--- config.mk ---
export PLATFORM = sky130hd
export DESIGN_NAME = vdd_error_tracker
export DESIGN_NICKNAME = d
export VERILOG_FILES = /design/src/rtl/vt_pkg.sv /design/src/rtl/vt_epoch_timer.sv /design/src/rtl/vt_err_count.sv /design/src/rtl/vt_dom_ctrl.sv /design/src/rtl/vdd_error_tracker.sv
export SDC_FILE = /design/constraint.sdc
export NUM_CORES = 1
export LEC_CHECK = 0
export ABC_AREA = 0
export CAP_MARGIN = 20
export CORE_ASPECT_RATIO = 2
export CORE_MARGIN = 1.5
export CORE_UTILIZATION = 61
export DETAILED_ROUTE_END_ITERATION = 10
export PLACE_DENSITY = 0.82
export SLEW_MARGIN = 20
export SYNTH_ARGS = -nofsm -noshare
export SYNTH_HDL_FRONTEND = slang
export SYNTH_HIERARCHICAL = 1
export SYNTH_SLANG_ARGS = --single-unit
--- constraint.sdc ---
create_clock -name clk_i -period 16.2 [get_ports clk_i]
set_input_delay 3.24 -clock clk_i [delete_from_list [all_inputs] [get_ports clk_i]]
set_output_delay 3.24 -clock clk_i [all_outputs]
set_load 0.005 [all_outputs]
--- src/rtl/vt_pkg.sv ---
package vt_pkg;
  typedef enum logic [1:0] {
    ACT_NONE  = 2'd0,
    ACT_UP    = 2'd1,
    ACT_DOWN  = 2'd2,
    ACT_NUDGE = 2'd3
  } vt_act_e;
endpackage

--- src/rtl/vt_epoch_timer.sv ---
module vt_epoch_timer #(
  parameter int unsigned EPOCH_CYC    = 64,
  parameter int unsigned NUDGE_EPOCHS = 8
) (
  input  logic clk_i,
  input  logic rst_ni,
  output logic tick_o,
  output logic nudge_o
);
  localparam int unsigned EW = (EPOCH_CYC > 2) ? $clog2(EPOCH_CYC) : 1;
  localparam int unsigned NW = (NUDGE_EPOCHS > 2) ? $clog2(NUDGE_EPOCHS) : 1;
  localparam logic [EW-1:0] EP_LAST = EW'(EPOCH_CYC - 1);
  localparam logic [NW-1:0] ND_LAST = NW'(NUDGE_EPOCHS - 1);

  logic [EW-1:0] ep_q;
  logic [NW-1:0] nd_q;

  assign tick_o  = (ep_q == EP_LAST);
  assign nudge_o = tick_o && (nd_q == ND_LAST);

  always_ff @(posedge clk_i or negedge rst_ni) begin
    if (!rst_ni) begin
      ep_q <= '0;
      nd_q <= '0;
    end else begin
      ep_q <= tick_o ? '0 : ep_q + 1'b1;
      if (tick_o) nd_q <= (nd_q == ND_LAST) ? '0 : nd_q + 1'b1;
    end
  end

  a_r2_single_tick: assert property (@(posedge clk_i) disable iff (!rst_ni)
    tick_o |=> !tick_o);
endmodule

--- src/rtl/vt_err_count.sv ---
module vt_err_count #(
  parameter int unsigned CNT_W = 6
) (
  input  logic             clk_i,
  input  logic             rst_ni,
  input  logic             err_i,
  input  logic             clr_i,
  output logic [CNT_W-1:0] cnt_o
);
  localparam logic [CNT_W-1:0] CNT_MAX = {CNT_W{1'b1}};

  logic [CNT_W-1:0] cnt_q;

  // count including this cycle's event, saturating
  assign cnt_o = (err_i && (cnt_q != CNT_MAX)) ? cnt_q + 1'b1 : cnt_q;

  always_ff @(posedge clk_i or negedge rst_ni) begin
    if (!rst_ni) cnt_q <= '0;
    else         cnt_q <= clr_i ? '0 : cnt_o;
  end

  a_r5_no_wrap: assert property (@(posedge clk_i) disable iff (!rst_ni)
    (cnt_q == CNT_MAX) && !clr_i |=> cnt_q == CNT_MAX);
  a_r5_restart: assert property (@(posedge clk_i) disable iff (!rst_ni)
    clr_i |=> cnt_q <= CNT_W'(1));
endmodule

--- src/rtl/vt_dom_ctrl.sv ---
module vt_dom_ctrl
  import vt_pkg::*;
#(
  parameter int unsigned CODE_W    = 8,
  parameter int unsigned INIT_CODE = 200
) (
  input  logic              clk_i,
  input  logic              rst_ni,
  input  logic              tick_i,
  input  logic              nudge_i,
  input  logic              over_i,
  input  logic [CODE_W-1:0] code_min_i,
  input  logic [CODE_W-1:0] code_max_i,
  input  logic [CODE_W-1:0] step_init_i,
  input  logic [CODE_W-1:0] up_step_i,
  output logic [CODE_W-1:0] code_o
);
  localparam int unsigned SHW = $clog2(CODE_W + 1);
  localparam logic [SHW-1:0] SH_MAX = SHW'(CODE_W);

  logic [CODE_W-1:0] code_q, code_d, step_eff, dec_amt;
  logic [SHW-1:0]    sh_q;
  logic              hold_q;
  logic [CODE_W:0]   sum, diff;
  vt_act_e           act;

  assign step_eff = ((step_init_i >> sh_q) == '0) ? CODE_W'(1) : (step_init_i >> sh_q);

  always_comb begin
    act = ACT_NONE;
    if (tick_i) begin
      if (over_i)       act = ACT_UP;
      else if (hold_q)  act = ACT_NONE;
      else if (nudge_i) act = ACT_NUDGE;
      else              act = ACT_DOWN;
    end
  end

  assign dec_amt = (act == ACT_NUDGE) ? CODE_W'(1) : step_eff;
  assign sum     = {1'b0, code_q} + {1'b0, up_step_i};
  assign diff    = {1'b0, code_q} - {1'b0, dec_amt};

  always_comb begin
    code_d = code_q;
    unique case (act)
      ACT_UP: code_d = (sum > {1'b0, code_max_i}) ? code_max_i : sum[CODE_W-1:0];
      ACT_DOWN, ACT_NUDGE:
        code_d = (diff[CODE_W] || (diff[CODE_W-1:0] < code_min_i)) ? code_min_i
                                                                   : diff[CODE_W-1:0];
      default: code_d = code_q;
    endcase
  end

  always_ff @(posedge clk_i or negedge rst_ni) begin
    if (!rst_ni) begin
      code_q <= CODE_W'(INIT_CODE);
      sh_q   <= '0;
      hold_q <= 1'b0;
    end else begin
      code_q <= code_d;
      if (tick_i) hold_q <= over_i;
      if (tick_i && nudge_i)                         sh_q <= '0;
      else if ((act == ACT_DOWN) && (sh_q != SH_MAX)) sh_q <= sh_q + 1'b1;
    end
  end

  assign code_o = code_q;

  a_r2_epoch_only: assert property (@(posedge clk_i) disable iff (!rst_ni)
    !tick_i |=> $stable(code_q));
  a_r3_raise_up: assert property (@(posedge clk_i) disable iff (!rst_ni)
    tick_i && over_i |=> code_q >= $past(code_q));
  a_r4_fall_only: assert property (@(posedge clk_i) disable iff (!rst_ni)
    tick_i && !over_i |=> code_q <= $past(code_q));
  a_r7_hold: assert property (@(posedge clk_i) disable iff (!rst_ni)
    tick_i && hold_q && !over_i |=> $stable(code_q));
  a_r4_bounded: assert property (@(posedge clk_i) disable iff (!rst_ni)
    code_q != $past(code_q) |-> (code_q >= code_min_i) && (code_q <= code_max_i));
endmodule

--- src/rtl/vdd_error_tracker.sv ---
module vdd_error_tracker #(
  parameter int unsigned NUM_DOM      = 4,
  parameter int unsigned CODE_W       = 8,
  parameter int unsigned CNT_W        = 6,
  parameter int unsigned EPOCH_CYC    = 6250,
  parameter int unsigned NUDGE_EPOCHS = 16,
  parameter int unsigned INIT_CODE    = 200
) (
  input  logic                      clk_i,
  input  logic                      rst_ni,
  input  logic [NUM_DOM-1:0]        err_i,
  input  logic [CNT_W-1:0]          err_thresh_i,
  input  logic [CODE_W-1:0]         code_min_i,
  input  logic [CODE_W-1:0]         code_max_i,
  input  logic [CODE_W-1:0]         step_init_i,
  input  logic [CODE_W-1:0]         up_step_i,
  output logic [NUM_DOM*CODE_W-1:0] code_o,
  output logic                      epoch_tick_o
);
  logic tick, nudge;

  vt_epoch_timer #(
    .EPOCH_CYC   (EPOCH_CYC),
    .NUDGE_EPOCHS(NUDGE_EPOCHS)
  ) u_timer (
    .clk_i  (clk_i),
    .rst_ni (rst_ni),
    .tick_o (tick),
    .nudge_o(nudge)
  );

  assign epoch_tick_o = tick;

  for (genvar d = 0; d < NUM_DOM; d++) begin : g_dom
    logic [CNT_W-1:0] cnt;
    logic             over;

    vt_err_count #(.CNT_W(CNT_W)) u_cnt (
      .clk_i (clk_i),
      .rst_ni(rst_ni),
      .err_i (err_i[d]),
      .clr_i (tick),
      .cnt_o (cnt)
    );

    assign over = cnt > err_thresh_i;

    vt_dom_ctrl #(
      .CODE_W   (CODE_W),
      .INIT_CODE(INIT_CODE)
    ) u_ctrl (
      .clk_i      (clk_i),
      .rst_ni     (rst_ni),
      .tick_i     (tick),
      .nudge_i    (nudge),
      .over_i     (over),
      .code_min_i (code_min_i),
      .code_max_i (code_max_i),
      .step_init_i(step_init_i),
      .up_step_i  (up_step_i),
      .code_o     (code_o[d*CODE_W +: CODE_W])
    );
  end
endmodule

==> parameters.txt, run 1 <==
Parameter                              Value

Run status
  Outcome ... completed

Placement
  Total of buffers placed on input and output ports ... 76
  Count of placed standard cells including taps ... 1608
  HPWL after DPL ... between 20000 and 30000 microns
  Final weighted congestion in routability-driven placement ... 0.997
  Placed inst area ... about 12000 sq um

Global route
  Maximum number of pins on one net before global-route repair ... between 50 and 60
  Global route overflow ... 0
  Busiest metal layer after global routing ... met2
  Vias in the first global route ... about 11000
  Routing usage on met3 ... 0.0298
  Global routing usage on met2 ... 0.589
  GR Util met1 ... 0.327
  Initial antenna violation count ... 0
  First-pass GRT wire length ... about 50000 microns
  GRT Overall Usage ... 0.320

Power
  Total leakage power ... approximately 5.8 nW
  Maximum ir drop on the vdd rail ... approximately 0.073 mV
  Combinational power share ... 0.413
  Switching share of power ... 0.396
  Sequential share of power ... 0.349
  Design internal power ... slightly above 0.0005 W
  NetSw ... 0.000337 W
  Power per cell area ... 67.4 nW/um^2
  Clock power share ... 0.239

Timing
  Peak Freq ... roughly 110 MHz
  Worst slew slack as a fraction of its limit ... 0.365
  Post-route clock period utilization ... 0.561
  Worst setup skew after layout ... around 0.012 ns
  Shortest clock period the worst path allows after layout ... a little over 9 ns
  RSZ-0062 raised after global routing ... no
  Final number of hold-violating endpoints ... 0
  Fin Setup TNS ... 0 ns
  Final count of pins violating max slew ... 0
  Setup violation total in the final timing report ... 0
  Tightest Pin Transition ... roughly 0.95 ns

Drt
  Post-DR vias/cell ... about 6.5
  Final antenna-violating net count ... 0
  Router iterations before antenna repair ... 7
  Detailed-route via count ... around 11000
  Total DRC errors in the routed layout ... 0
  Final routed wire length divided by cell count ... 19.1 microns
  Wirelength, routed ... 31100 microns
  Detailed Route Iter0 Violations ... 418

Layout
  Final net count ... about 1600
  # diodes ... 0
  Post-route non-filler standard cell count ... around 1600
  Area overhead of the layout relative to synthesis ... 10.1%
  Fraction of layout cells with a size suffix above 1 ... 0.0696
  Final Cell Area ... 12600 sq um

Clocking
  Worst-skew pair later-pin latency ... ~0.36 ns
  TritonCTS clock tree ... built
  # hold bufs at CTS ... 0
  Number of sinks on the clock net ... 93
  Post-cts repair resize count ... 0
  CTS clk-pin slew, worst paths ... around 0.07 ns
  Max H-tree Level ... 3
  Library cell used as clock root buffer ... sky130_fd_sc_hd__clkbuf_16
  Post-CTS setup buffer count ... 0
  Number of buffers created by CTS ... 9
  Number of buffers between clock root and the deepest sink ... 2

Synthesis
  Synthesized netlist net count ... ~1600
  Post-synthesis instance area ... approximately 11000 sq um
  Syn_area_per_cell ... 8.54 sq um
  Count of flip-flops with a built-in enable after synthesis ... 0
  Sequential fraction of the synthesis area ... 0.204
  Ys async rst share ... 1.00
  Post-synth top flop ... sky130_fd_sc_hd__dfrtp_1
  Post-Syn Instances ... approximately 1300
  Yosys reg bits ... 93
  Distinct cells, synth ... between 70 and 80
  Total of warnings raised by yosys ... 6

Die
  IO Count ... slightly below 80
  Chip Height ... between 150 and 200 microns
  Chip width ... approximately 100 microns
  Area of the die ... 19700 sq um
  Core Area ... between 15000 and 20000 sq um
  Row Count ... 70
  Starting Density ... 0.626

Setup path
  Worst reg-to-reg setup slack ... 9.92 ns
  CP startpoint kind ... primary input
  WP data arrival ... 9.33 ns
  Capturing element type of the critical path ... flop
  Endpoint required time on the critical path ... ~16 ns
  Maximum fanout encountered on the critical timing path ... 8
  Critical path type ... in2reg

Run
  Max capacitance violation total ... 0

Hold path
  Classification of the worst-slack hold path ... reg2reg
## per-stage QoR
| stage | power (W) | hold slack, ns | setup slack [ns] | util |
|---|---|---|---|---|
| after floorplan | 0.000544 | 0.465 | 8.03 | - |
| after detailed placement | 0.000645 | 0.504 | 6.88 | 0.675 |
| final | 0.000851 | 0.508 | 7.11 | 0.690 |
| after global placement | 0.000631 | 0.492 | 7.04 | 0.675 |
| after CTS | 0.000851 | 0.510 | 7.23 | 0.690 |
| after global routing | 0.000909 | 0.525 | 6.65 | 0.690 |
## sequential cells by signal, summed over array words and instances, names as in the netlist
| signal | flops |
|---|---|
| g_dom.u_cnt/cnt_q | 24 |
| g_dom.u_ctrl/hold_q | 4 |
| u_timer/ep_q | 13 |
| g_dom.u_ctrl/sh_q | 16 |
| u_timer/nd_q | 4 |
| g_dom.u_ctrl/code_o | 32 |
## power by group through the flow
stage | registers [W] | logic, W | clock network [W]
floorplan | 0.000291 | 0.000253 | 0
global placement | 0.000298 | 0.000333 | 0
detailed placement | 0.000299 | 0.000346 | 0
CTS | 0.000295 | 0.000348 | 0.000208
global route | 0.000301 | 0.000393 | 0.000215
finish | 0.000297 | 0.000351 | 0.000203
## layer usage
metal  up-vias  share of wire
li1       5097              -
met1      5041           0.37
met2       331           0.52
met3       135          0.037
met4         0          0.079
met5         -              0
## final cells by class
type,instances,area (sq um)
repair buffers,81,796
flip-flops and latches,93,2340
clock inverters,6,46.3
multi-input cells,1100,8500
inverters,118,443
fillers,1503,5680
clock buffers,10,229
well taps,216,270
## Yosys cell counts (11+ instances only)
master | instances | area, sq um
sky130_fd_sc_hd__and3_1 | 11 | 68.8
sky130_fd_sc_hd__a21oi_1 | 104 | 521
sky130_fd_sc_hd__dfstp_2 | 12 | 315
sky130_fd_sc_hd__o21ai_0 | 77 | 385
sky130_fd_sc_hd__nand4_1 | 24 | 150
sky130_fd_sc_hd__a211oi_1 | 38 | 285
sky130_fd_sc_hd__nor3_1 | 18 | 90.1
sky130_fd_sc_hd__inv_1 | 118 | 443
sky130_fd_sc_hd__and2_1 | 23 | 144
sky130_fd_sc_hd__mux2_4 | 11 | 165
sky130_fd_sc_hd__dfrtp_1 | 81 | 2030
sky130_fd_sc_hd__a31oi_1 | 24 | 150
sky130_fd_sc_hd__nand3_1 | 20 | 100
sky130_fd_sc_hd__o211ai_1 | 20 | 150
sky130_fd_sc_hd__a21o_1 | 18 | 135
sky130_fd_sc_hd__nand2_1 | 90 | 338
sky130_fd_sc_hd__mux4_2 | 11 | 248
sky130_fd_sc_hd__xor2_1 | 29 | 254
sky130_fd_sc_hd__ha_1 | 163 | 2040
sky130_fd_sc_hd__o21a_1 | 19 | 143
sky130_fd_sc_hd__xnor2_1 | 36 | 315
sky130_fd_sc_hd__mux2i_1 | 55 | 551
sky130_fd_sc_hd__nor2b_1 | 27 | 169
sky130_fd_sc_hd__clkbuf_1 | 13 | 48.8
sky130_fd_sc_hd__nor2_1 | 95 | 357
sky130_fd_sc_hd__o21bai_1 | 17 | 128
## final timing paths
check / to / start / depth (start not counted)
max: g_dom[3].u_ctrl/code_o[7] / err_i[3] / 25
min: u_timer/nd_q[3] / u_timer/nd_q[3] / 1
max reg2reg: g_dom[3].u_ctrl/code_o[7] / g_dom[3].u_cnt/cnt_q[0] / 25
min reg2reg: u_timer/nd_q[3] / u_timer/nd_q[3] / 1
max in group asynchronous: g_dom[1].u_ctrl/sh_q[2] / rst_ni / 2
min in group asynchronous: g_dom[2].u_cnt/cnt_q[2] / rst_ni / 1
## layout by cell type (no fill, tap or decap), types with 9 or more instances in the layout
cell type                         Yosys  layout
sky130_fd_sc_hd__xor2_1              29      29
sky130_fd_sc_hd__mux2i_1             55      55
sky130_fd_sc_hd__and4_1              10      10
sky130_fd_sc_hd__ha_1               163     163
sky130_fd_sc_hd__dfrtp_1             81      81
sky130_fd_sc_hd__o21a_1              19      19
sky130_fd_sc_hd__mux2_4              11      11
sky130_fd_sc_hd__mux4_2              11      11
sky130_fd_sc_hd__a31oi_1             24      24
sky130_fd_sc_hd__nor4_1               9       9
sky130_fd_sc_hd__nor2b_1             27      27
sky130_fd_sc_hd__a221oi_1             9       9
sky130_fd_sc_hd__a21o_1              18      18
sky130_fd_sc_hd__and2_1              23      23
sky130_fd_sc_hd__dfstp_2             12      12
sky130_fd_sc_hd__a211oi_1            38      38
sky130_fd_sc_hd__inv_1              118     118
sky130_fd_sc_hd__nand3_1             20      20
sky130_fd_sc_hd__xnor2_1             36      36
sky130_fd_sc_hd__o211ai_1            20      20
sky130_fd_sc_hd__a21oi_1            104     104
sky130_fd_sc_hd__and3_1              11      10
sky130_fd_sc_hd__nor2_1              95      95
sky130_fd_sc_hd__clkbuf_16            0       9
sky130_fd_sc_hd__nand4_1             24      24
sky130_fd_sc_hd__nand2_1             90      90
sky130_fd_sc_hd__o21ai_0             77      77
sky130_fd_sc_hd__nor3_1              18      18
sky130_fd_sc_hd__clkdlybuf4s50_1      0      75
sky130_fd_sc_hd__o21bai_1            17      17
## logic make-up (layout without fill, tap and decap cells)
family          after synthesis  in the layout  synth area share
fa+ha+maj                   171            171             0.192
xor+xnor                     66             66            0.0511
simple gates                375            375             0.173
mux                          80             80            0.0870
flops                        93             93             0.204
buf+inv                     150            215            0.0547
compound gates              408            408             0.238
## critical path: stages
cell and delay (ns):
sky130_fd_sc_hd__clkdlybuf4s50_1 0.60, sky130_fd_sc_hd__nand4_2 0.19, sky130_fd_sc_hd__a211oi_2 0.29, sky130_fd_sc_hd__nor2_1 0.10
sky130_fd_sc_hd__ha_1 0.30, sky130_fd_sc_hd__and4_1 0.18, sky130_fd_sc_hd__and3_1 0.18, sky130_fd_sc_hd__a31oi_1 0.42
sky130_fd_sc_hd__nor2_1 0.10, sky130_fd_sc_hd__and2_1 0.28, sky130_fd_sc_hd__a21oi_1 0.37, sky130_fd_sc_hd__and2_1 0.25
sky130_fd_sc_hd__nand2_1 0.07, sky130_fd_sc_hd__ha_1 0.24, sky130_fd_sc_hd__or3_1 0.43, sky130_fd_sc_hd__o22ai_1 0.15
sky130_fd_sc_hd__a21oi_1 0.08, sky130_fd_sc_hd__xor2_1 0.22, sky130_fd_sc_hd__ha_1 0.28, sky130_fd_sc_hd__a21oi_1 0.15
sky130_fd_sc_hd__o21ai_0 0.11, sky130_fd_sc_hd__a21oi_1 0.40, sky130_fd_sc_hd__nor2_1 0.19, sky130_fd_sc_hd__mux2i_1 0.16
sky130_fd_sc_hd__a221oi_1 0.34
Note: power is estimated with default switching activity, not from simulation.
==> run 2, diff against run 1 <==
CORE_UTILIZATION = 56   (was 61)
PLACE_DENSITY = 0.79   (was 0.82)
clock period = 8 ns   (was 16.2 ns; I/O delays follow)
==> parameters.txt, run 2 (synthesis results as in run 1) <==
Parameter                              Value

Clocking
  Number of sinks on the clock net ... just over 90
  Number of buffers between clock root and the deepest sink ... 2
  CTS clk-pin slew, worst paths ... roughly 0.070 ns
  Library cell used as clock root buffer ... sky130_fd_sc_hd__clkbuf_16
  TritonCTS clock tree ... built
  Worst-skew pair later-pin latency ... around 0.35 ns
  Max H-tree Level ... 3
  Post-CTS setup buffer count ... 0
  Number of buffers created by CTS ... 9
  # hold bufs at CTS ... 0
  Post-cts repair resize count ... 0

Layout
  Number of fill cells ... about 1700
  # diodes ... 0
  Seq. cell area ... approximately 2300 sq um
  Final Cell Area ... 12700 sq um
  Area overhead of the layout relative to synthesis ... 10.9%
  Highest-count cells in the layout ignoring fill and taps ... sky130_fd_sc_hd__ha_1 (163), sky130_fd_sc_hd__inv_1 (118), sky130_fd_sc_hd__a21oi_1 (104), sky130_fd_sc_hd__nor2_1 (95), sky130_fd_sc_hd__nand2_1 (90)
  Most common cell after layout, fill and taps aside ... sky130_fd_sc_hd__ha_1
  Largest register FFs ... 32
  Footprint of the multi-input gates ... 8500 sq um
  Final net count ... between 1500 and 2000
  Fraction of layout cells with a size suffix above 1 ... 0.0703
  Post-route non-filler standard cell count ... roughly 1700

Placement
  Final weighted congestion in routability-driven placement ... between 0.9 and 1
  Total of buffers placed on input and output ports ... 76
  Placed inst area ... roughly 12000 sq um
  Count of placed standard cells including taps ... between 1500 and 2000
  HPWL after DPL ... about 25000 microns
  Post-Place Setup Slack ... approximately 0.28 ns

Die
  Chip width ... about 100 microns
  Starting Density ... 0.573
  Area of the die ... between 20000 and 25000 sq um
  IO Count ... 77
  Row Count ... 73
  Chip Height ... 205 microns
  Core Area ... between 20000 and 25000 sq um

Setup path
  Capturing element type of the critical path ... flop
  Critical path type ... in2reg
  Endpoint required time on the critical path ... just over 8 ns
  WP data arrival ... 7.61 ns
  Maximum fanout encountered on the critical timing path ... 8
  CP startpoint kind ... primary input

Drt
  Post-DR vias/cell ... roughly 6.3
  Total DRC errors in the routed layout ... 0
  Wirelength, routed ... roughly 31000 microns
  Final antenna-violating net count ... 0
  Detailed Route Iter0 Violations ... roughly 420
  Router iterations before antenna repair ... 5
  Final routed wire length divided by cell count ... roughly 19 microns
  Detailed-route via count ... about 11000

Global route
  GRT Overall Usage ... 0.295
  Initial antenna violation count ... 0
  Maximum number of pins on one net before global-route repair ... 76
  Global route overflow ... 0
  First-pass GRT wire length ... slightly above 50000 microns
  Vias in the first global route ... about 11000

Timing
  Post-route clock period utilization ... 0.921
  Fin Setup TNS ... 0 ns
  Peak Freq ... roughly 140 MHz
  Worst path setup slack after routing ... between 0.6 and 0.7 ns
  Tightest Pin Transition ... between 0.9 and 1 ns
  RSZ-0062 raised after global routing ... no
  Worst slew slack as a fraction of its limit ... 0.386
  Setup violation total in the final timing report ... 0
  Final count of pins violating max slew ... 0
  Final number of hold-violating endpoints ... 0
  Shortest clock period the worst path allows after layout ... ~7.4 ns
  Worst setup skew after layout ... a little over 0.008 ns

Power
  Power per cell area ... between 100 and 150 nW/um^2
  Maximum ir drop on the vdd rail ... between 0.1 and 0.15 mV
  Total leakage power ... 5.81 nW

Run
  Max capacitance violation total ... 0

Hold path
  Classification of the worst-slack hold path ... reg2reg

Run status
  Outcome ... completed
[run 2: cell count changes in the layout (fill, tap and decap cells not counted)]
cell	change
sky130_fd_sc_hd__inv_8	-1
sky130_fd_sc_hd__clkbuf_1	-1
sky130_fd_sc_hd__clkinv_4	+1
sky130_fd_sc_hd__clkinv_2	-2
sky130_fd_sc_hd__clkinvlp_4	+1
sky130_fd_sc_hd__bufinv_16	+1
sky130_fd_sc_hd__clkbuf_8	+1
[run 2: final cells by class]
| class | count | area share |
|---|---|---|
| Timing Repair Buffer | 81 | 0.0626 |
| Clock inverter | 6 | 0.00561 |
| Inverter | 118 | 0.0348 |
| Tap cell | 262 | 0.0258 |
| Multi-Input combinational cell | 1100 | 0.668 |
| Clock buffer | 10 | 0.0188 |
| Sequential cell | 93 | 0.184 |
[run 2: stage by stage]
stage / hold slack (ns) / power (W) / util
after floorplan: 0.465 / 0.00110 / -
after global placement: 0.501 / 0.00128 / 0.620
after detailed placement: 0.510 / 0.00131 / 0.620
after CTS: 0.524 / 0.00177 / 0.636
after global routing: 0.558 / 0.00189 / 0.636
final: 0.525 / 0.00176 / 0.636
[run 2: worst paths after layout]
check	startpoint	end	slack, ns	cells past startpoint
max in group asynchronous	rst_ni	g_dom[0].u_ctrl/sh_q[0]	5.69	2
setup reg to reg	g_dom[1].u_cnt/cnt_q[0]	g_dom[1].u_ctrl/code_o[2]	1.80	23
min in group asynchronous	rst_ni	u_timer/ep_q[7]	1.24	1
hold reg to reg	u_timer/ep_q[10]	u_timer/ep_q[10]	0.52	1
setup / recovery	err_i[1]	g_dom[1].u_ctrl/code_o[2]	0.63	23
hold / removal	u_timer/ep_q[10]	u_timer/ep_q[10]	0.52	1
[run 2: critical path, stage by stage]
cell and delay, ns:
sky130_fd_sc_hd__clkdlybuf4s50_1 0.60, sky130_fd_sc_hd__nand4_2 0.19, sky130_fd_sc_hd__a211oi_2 0.29, sky130_fd_sc_hd__nor2_1 0.08
sky130_fd_sc_hd__ha_1 0.29, sky130_fd_sc_hd__and4_1 0.21, sky130_fd_sc_hd__and3_1 0.18, sky130_fd_sc_hd__a31oi_1 0.35
sky130_fd_sc_hd__nor2_1 0.14, sky130_fd_sc_hd__nand3_1 0.18, sky130_fd_sc_hd__nor3b_1 0.38, sky130_fd_sc_hd__nand2_1 0.10
sky130_fd_sc_hd__ha_1 0.36, sky130_fd_sc_hd__or4_1 0.53, sky130_fd_sc_hd__o21ai_0 0.08, sky130_fd_sc_hd__a21oi_1 0.07
sky130_fd_sc_hd__xor2_1 0.17, sky130_fd_sc_hd__ha_1 0.32, sky130_fd_sc_hd__nand4_1 0.10, sky130_fd_sc_hd__a211o_1 0.32
sky130_fd_sc_hd__a31oi_4 0.38, sky130_fd_sc_hd__mux2_4 0.34, sky130_fd_sc_hd__a221o_1 0.34
[run 2: power by group]
part / internal [W] / switching, W / total (W)
clock network: 0.000253 / 0.000197 / 0.000450
registers: 0.000526 / 0.0000723 / 0.000598
logic: 0.000301 / 0.000410 / 0.000711
[run 2: metal layers]
layer  routed length (microns)  GRT usage  vias up
li1                          -          -     5107
met1                     11600      0.294     4983
met2                     15900      0.554      305
met3                      1080     0.0279      132
met4                      2480      0.233        0
met5                         0          0        -
==> run 3, diff against run 2 <==
SETUP_SLACK_MARGIN = 0.1   (was not set)
==> results of run 3 <==
Same layout as run 2: the final DEF is identical, and so are final timing and power.
